`config.mk`:
```
export PLATFORM = sky130hd
export DESIGN_NAME = pam_slicer_top
export DESIGN_NICKNAME = d
export VERILOG_FILES = /design/src/rtl/pam_slicer_pkg.sv /design/src/rtl/pam_thermo_decode.sv /design/src/rtl/pam_unroll_select.sv /design/src/rtl/pam_slicer_top.sv
export SDC_FILE = /design/constraint.sdc
export NUM_CORES = 1
export LEC_CHECK = 0
export BUFFER_PORTS_ARGS = -buffer_cell sky130_fd_sc_hd__buf_4
export CORE_AREA = 3 3 40 42
export CTS_CLUSTER_DIAMETER = 50
export CTS_CLUSTER_SIZE = 14
export DETAILED_ROUTE_END_ITERATION = 6
export DIE_AREA = 0 0 43 45
export PLACE_DENSITY = 0.62
export SLEW_MARGIN = 30
export SYNTH_ARGS = -nofsm -noshare
export SYNTH_HDL_FRONTEND = slang
export SYNTH_SLANG_ARGS = --single-unit
export TNS_END_PERCENT = 100
```
`constraint.sdc`:
```
create_clock -name clk -period 1.7 [get_ports clk]
set_clock_uncertainty 0.2 [all_clocks]
set_input_delay 0.34 -clock clk [delete_from_list [all_inputs] [get_ports clk]]
set_output_delay 0.34 -clock clk [all_outputs]
set_load 0.01 [all_outputs]
```
`src/rtl/pam_slicer_pkg.sv`:
```
package pam_slicer_pkg;

    localparam int SMP_N  = 3;
    localparam int MODE_W = 2;
    localparam int SYM_W  = 2;
    localparam int LVL_W  = $clog2(SMP_N + 1);

    localparam int IDX_LO  = 0;
    localparam int IDX_MID = 1;
    localparam int IDX_HI  = SMP_N - 1;

    typedef enum logic [MODE_W-1:0] {
        MODE_NRZ    = 2'b00,
        MODE_PAM4   = 2'b01,
        MODE_UNROLL = 2'b10,
        MODE_SPARE  = 2'b11
    } slc_mode_e;

    typedef struct packed {
        slc_mode_e        mode;
        logic             hist;
        logic             vld;
        logic             err;
        logic [SYM_W-1:0] sym;
    } slc_state_t;

endpackage

```
`src/rtl/pam_thermo_decode.sv`:
```
module pam_thermo_decode
    import pam_slicer_pkg::*;
#(
    parameter int N = SMP_N
) (
    input  logic [N-1:0]     smp,
    output logic [SYM_W-1:0] gray,
    output logic             bad
);

    localparam int LW = $clog2(N + 1);

    logic [LW-1:0] level;
    logic [N-1:0]  ideal;

    // Count how many comparators fired.
    always_comb begin
        level = '0;
        for (int i = 0; i < N; i++) begin
            level = level + LW'(smp[i]);
        end
    end

    // The thermometer pattern that has the same number of ones.
    always_comb begin
        for (int i = 0; i < N; i++) begin
            ideal[i] = (LW'(i) < level);
        end
    end

    assign bad  = (smp != ideal);
    assign gray = {level[1], level[1] ^ level[0]};

endmodule

```
`src/rtl/pam_unroll_select.sv`:
```
module pam_unroll_select
    import pam_slicer_pkg::*;
#(
    parameter int N      = SMP_N,
    parameter int POS_IX = IDX_HI,
    parameter int NEG_IX = IDX_LO
) (
    input  logic [N-1:0] smp,
    input  logic         hist,
    output logic         bit_o
);

    // A previous one adds +alpha of interference, so the +alpha comparator is used.
    assign bit_o = hist ? smp[POS_IX] : smp[NEG_IX];

endmodule

```
`src/rtl/pam_slicer_top.sv`:
```
module pam_slicer_top
    import pam_slicer_pkg::*;
(
    input  logic              clk,
    input  logic              rst_n,
    input  logic              sym_vld_i,
    input  logic [MODE_W-1:0] mode_i,
    input  logic [SMP_N-1:0]  smp_i,
    output logic [SYM_W-1:0]  sym_o,
    output logic              vld_o,
    output logic              err_o
);

    slc_state_t state_d, state_q;

    logic [SYM_W-1:0] pam4_sym;
    logic             pam4_bad;
    logic             unroll_bit;

    pam_thermo_decode #(.N(SMP_N)) u_thermo (
        .smp  (smp_i),
        .gray (pam4_sym),
        .bad  (pam4_bad)
    );

    pam_unroll_select #(.N(SMP_N), .POS_IX(IDX_HI), .NEG_IX(IDX_LO)) u_unroll (
        .smp   (smp_i),
        .hist  (state_q.hist),
        .bit_o (unroll_bit)
    );

    always_comb begin
        state_d     = state_q;
        state_d.vld = 1'b0;
        state_d.err = 1'b0;
        if (sym_vld_i) begin
            if (mode_i != state_q.mode) begin
                // Take the new mode at this boundary and discard the symbol.
                state_d.mode = slc_mode_e'(mode_i);
                state_d.hist = 1'b0;
                state_d.sym  = '0;
            end else begin
                state_d.vld = 1'b1;
                case (state_q.mode)
                    MODE_PAM4: begin
                        state_d.sym = pam4_sym;
                        state_d.err = pam4_bad;
                    end
                    MODE_UNROLL: begin
                        state_d.sym  = {1'b0, unroll_bit};
                        state_d.hist = unroll_bit;
                    end
                    default: begin
                        state_d.sym = {1'b0, smp_i[IDX_MID]};
                    end
                endcase
            end
        end
    end

    always_ff @(posedge clk or negedge rst_n) begin
        if (!rst_n) begin
            state_q <= '{mode: MODE_NRZ, hist: 1'b0, vld: 1'b0, err: 1'b0, sym: '0};
        end else begin
            state_q <= state_d;
        end
    end

    assign sym_o = state_q.sym;
    assign vld_o = state_q.vld;
    assign err_o = state_q.err;

endmodule

```
* After elaboration in Yosys (flattened, before gate mapping)
Index checks and enable logic that the tools add are counted.
** Cells by class
- $add $sub $neg :: 2
- Magnitude comparators :: 3
- Equality and inequality tests :: 4
- Mux-type cells :: 8
- Bitwise gates (word level) :: 1
- Reductions and logical operators :: 3
** Operators by type and width (number)
- 1-bit by 2-bit < comparator with 1-bit output, first input constant :: 2
- 1-bit 2-to-1 mux :: 4
- 2-bit 2-to-1 mux :: 2
- 4-bit 2-to-1 mux :: 1
- 2-bit case mux with 2 select lines :: 1
- 2-bit AND reduction :: 2
- 3-bit != test :: 1
- 1-bit by 1-bit adder with 2-bit output :: 1
- 2-bit by 1-bit adder with 2-bit output :: 1
- 2-bit by 1-bit equality test with 1-bit output, second input constant :: 1
- 2-bit equality test, second input constant :: 1
- 2-bit < comparator, first input constant :: 1
- 2-bit != test :: 1
- 2-bit nonzero test :: 1
- 1-bit XOR :: 1
** Word-level totals
- Register bits :: 7
- Bits of input ports :: 8
- Word-level logic and storage cells :: 26

* Depth between registers and ports, before layout
- Depth in word-level cells :: 7
- Gate-level depth with buffers :: 4
- Gate-level depth less buffers :: 4

* Cells and area by module
From an unflattened synthesis, not the netlist that was laid out.
** Second synthesis, totals
- Cell total of the unflattened synthesis :: 46
- Area total of the unflattened synthesis :: 427.9 um2
** By module, submodules not included
- pam_slicer_top :: instances 1, cells each 37, area each 360.3 um2
- pam_thermo_decode :: instances 1, cells each 8, area each 52.6 um2
- pam_unroll_select :: instances 1, cells each 1, area each 15.0 um2

* Worst setup path after synthesis
OpenSTA, ideal clock, no wires.
- Kind :: in2reg
- Start :: input smp_i[0]
- End :: register state_q (netlist bit sym_o[0])
- Setup time :: 0.101 ns
- Arrival :: 1.334 ns
- Slack :: 0.065 ns
- Stages on the path :: 4
- Buffers on the path :: 0
- Cell sequence :: fa_1 -> xor2_1 -> a221oi_2 -> o32ai_1
** On the way
- Longest elaborated chain between the ends :: 5
** Ends and longest elaborated chain
- start: declaration :: RTL line pam_slicer_top.sv:8 : input logic [SMP_N-1:0] smp_i,
- 1-bit by 1-bit adder with 2-bit output :: RTL line pam_thermo_decode.sv:20 : level = level + LW'(smp[i]);
- 2-bit by 1-bit adder with 2-bit output :: RTL line pam_thermo_decode.sv:20
- 1-bit XOR :: RTL line pam_thermo_decode.sv:32 : assign gray = {level[1], level[1] ^ level[0]};
- 2-bit case mux with 2 select lines (*) :: RTL line pam_slicer_top.sv:44 : case (state_q.mode)
- 2-bit 2-to-1 mux (*) :: RTL line pam_slicer_top.sv:37 : if (mode_i != state_q.mode) begin
- end signal: assignment :: RTL line pam_slicer_top.sv:63 : state_q <= '{mode: MODE_NRZ, hist: 1'b0, vld: 1'b0, err: 1'b0, sym: '0};
- end signal: assignment :: RTL line pam_slicer_top.sv:65 : state_q <= state_d;
- end: declaration :: RTL line pam_slicer_top.sv:14 : slc_state_t state_d, state_q;
Mark *: on every way between the ends. The rest lies on a longest branch, timed or not.
A chain may end at the register's enable or synchronous reset.

* Worst setup path after layout
Ends and elaborated chain as after synthesis.

==> flow_summary.toml <==
[sta]
max-slew-margin-rel_pct = 85.7
hold_viol_final = 0
slew_violations = 0
setup_slack_ns = 0.124
rsz0062_at_grt = "no"
tns_ns = 0
tightest_slew_ns = 0.212
min_period_ns = 1.58
setup_violations = 0
max_freq_ghz = 0.634
fin_crit_sh_pct = 92.7

[finish]
diodes = 0
final_layout_size_suffix_gt1_share_pct = 34.5
fin_nets = 70
syn_to_final_growth_pct = 35.4
num-fill-cells = 131
final_cells = 73

[placed_design]
globalplace.congestion = 0.650
place_ws_ns = -0.157
hpwl_um = 624
dp.cells = 68
io_buffers = 11

[floorplanning]
die_w_um = 43
num_rows = 13
start_util_pct = 32.4
die-area_um2 = 1940
die_h_um = 45
io_pins = 12
coreArea_um2 = 1280

[synthesis]
synth.cell_area_um2 = 417
yosys_most_used_dff = "dfrtp_1"
synth_edf_count = 0
syn_inst = 41
ys_warn_count = 0
synth.distinct_cells = 19
async_flop_share_pct = 100
postSynthAreaPerCell_um2 = 10.2
synthesis.nets = 52
synth-seq-cells = 7
yosysSeqAreaShare_pct = 42.0

[worst_setup_path]
path_buf_inv = 1
cp_cell_sequence = "buf_4 > fa_1 > xor2_1 > a221oi_2 > o32ai_1"
cp_max_fo = 2
end_kind = "register"
start_kind = "primary input"
critPathRequiredTime_ns = 1.65
max_stage_delay_ns = 0.54
critPathKind = "in -> reg"
cpLargestDelayFamily = "adder cells"
slowest_stage = "fa_1"
critical_path_arrival_ns = 1.53

[power_and_ir_drop]
swShare_pct = 26.8
power_leakage_uw = 0.000276
powerDensity_nw_per_um2 = 797
p_sw_uw = 121
power_frac_clock_pct = 33.2
irDropWorstVdd_mv = 0.269
p_seq_share_pct = 42.0
pwr-share-comb_pct = 24.8
p_int_uw = 329

[drt]
dr.pass1.iters = 4
drt_iter0_markers = 7
drt_wl_total_um = 816
vias = 324
postRouteAntennaNets = 0
wl_per_cell_um = 11.2
vias_per_cell = 4.44
drc_errors = 0

[clock_network]
post_cts_buffers = 0
clk-insertion-delay-late_ns = 0.25
tritoncts = "yes"
cts_resized = 0
path_clk_slew_ns = 0.05
cts_buffers = 3
postCtsHoldBufs = 1
htree_levels = 1
cts_root_buf = "clkbuf_4"
clock-sinks = 7
cts_max_path_buffers = 2

[global_route]
grt_first_pass_wirelength_mm = 1.41
grt_use_total_pct = 10.2
antenna_found_initial = 0
grt_max_degree = 10
grt_overflow_total = 0
grt_pass1_vias = 335

[job]
cap_violations = 0

[worst_hold_path]
hold_class = "in -> reg"

[status]
status = "finished clean"
## logic make-up after synthesis
kind of cell / count (synthesis) / synth area share, %
AND/OR/NAND/NOR: 12 / 15.0
buffers and inverters: 8 / 9.31
AO/OA/AOI/OAI: 7 / 12.9
flip-flops: 7 / 42.0
XOR/XNOR: 3 / 6.31
adder cells (fa/ha/maj): 3 / 10.8
multiplexers: 1 / 3.60
## cell type report
cell class              instances  area, µm²  share of cell area (%)
multi-input cells              26        203                    35.9
flip-flops and latches          7        175                    31.0
repair buffers                 16        123                    21.7
clock buffers                   4       26.3                    4.66
inverters                       5       18.8                    3.33
well taps                      15       18.8                    3.33
## final timing paths
check	cells past startpoint	slack (ns)	to	start
setup reg to reg	4	0.24	sym_o[0]	state_q[5]
hold / removal	3	0.12	state_q[6]	mode_i[1]
setup / recovery	5	0.12	sym_o[0]	smp_i[0]
hold reg to reg	2	0.33	sym_o[1]	sym_o[1]
max in group asynchronous	2	0.94	state_q[6]	rst_n
min in group asynchronous	2	0.24	err_o	rst_n
## placed cells by master, fill, tap and decap left out, drive strengths merged
master	synthesis	layout
inv	5	5
nor2b	3	3
xnor2	2	2
clkbuf	0	4
o32ai	1	1
nand2	4	4
mux2	1	1
nand3	2	2
o22ai	1	1
o221ai	1	1
dfrtp	7	7
buf	3	15
a221oi	1	1
ha	2	2
xor2	1	1
fa	1	1
o21ai	3	3
or2b	2	2
nor2	1	1
dlygate4sd3	0	1
## Yosys cell counts (2+ instances only)
| cell type | count | area share (%) |
|---|---|---|
| or2b_1 | 2 | 3.6 |
| nor2b_1 | 3 | 4.5 |
| dfrtp_1 | 7 | 42 |
| nand2_1 | 4 | 3.6 |
| nand3_1 | 2 | 2.4 |
| buf_4 | 2 | 3.6 |
| o21ai_0 | 3 | 3.6 |
| inv_1 | 5 | 4.5 |
| ha_1 | 2 | 6.0 |
| xnor2_1 | 2 | 4.2 |
## power by group through the flow
| stage | combinational, µW | clock [µW] | sequential, µW |
|---|---|---|---|
| after global routing | 126 | 165 | 190 |
| final | 112 | 149 | 189 |
| after floorplan | 67.7 | 0 | 190 |
| after detailed placement | 111 | 0 | 191 |
| after global placement | 107 | 0 | 191 |
| after CTS | 114 | 152 | 189 |
## tightest hold or removal path, stage by stage
cell,delay (ns)
buf_4,0.09
nand2_1,0.04
o21ai_0,0.06
## through the flow
step	total power, µW	util [%]	area, µm²	hold WS [ns]
2_1_floorplan	258	-	417	-0.156
3_3_place_gp	298	41.1	528	-0.0445
3_5_place_dp	302	41.1	528	-0.0428
4_1_cts	455	43.9	564	0.119
5_1_grt	481	43.9	564	0.133
6_report	450	43.9	564	0.121
## flip-flops by register name, indices dropped and copies added, names as in the netlist
register,count
state_q,3
err_o,1
vld_o,1
sym_o,2
## routing by layer
metal	wire length, µm	track usage [%]
met3	53	1.20
met1	321	11.4
met2	424	18.0
met4	17	7.23
met5	0	0
Power figures use the tool's default switching activity.
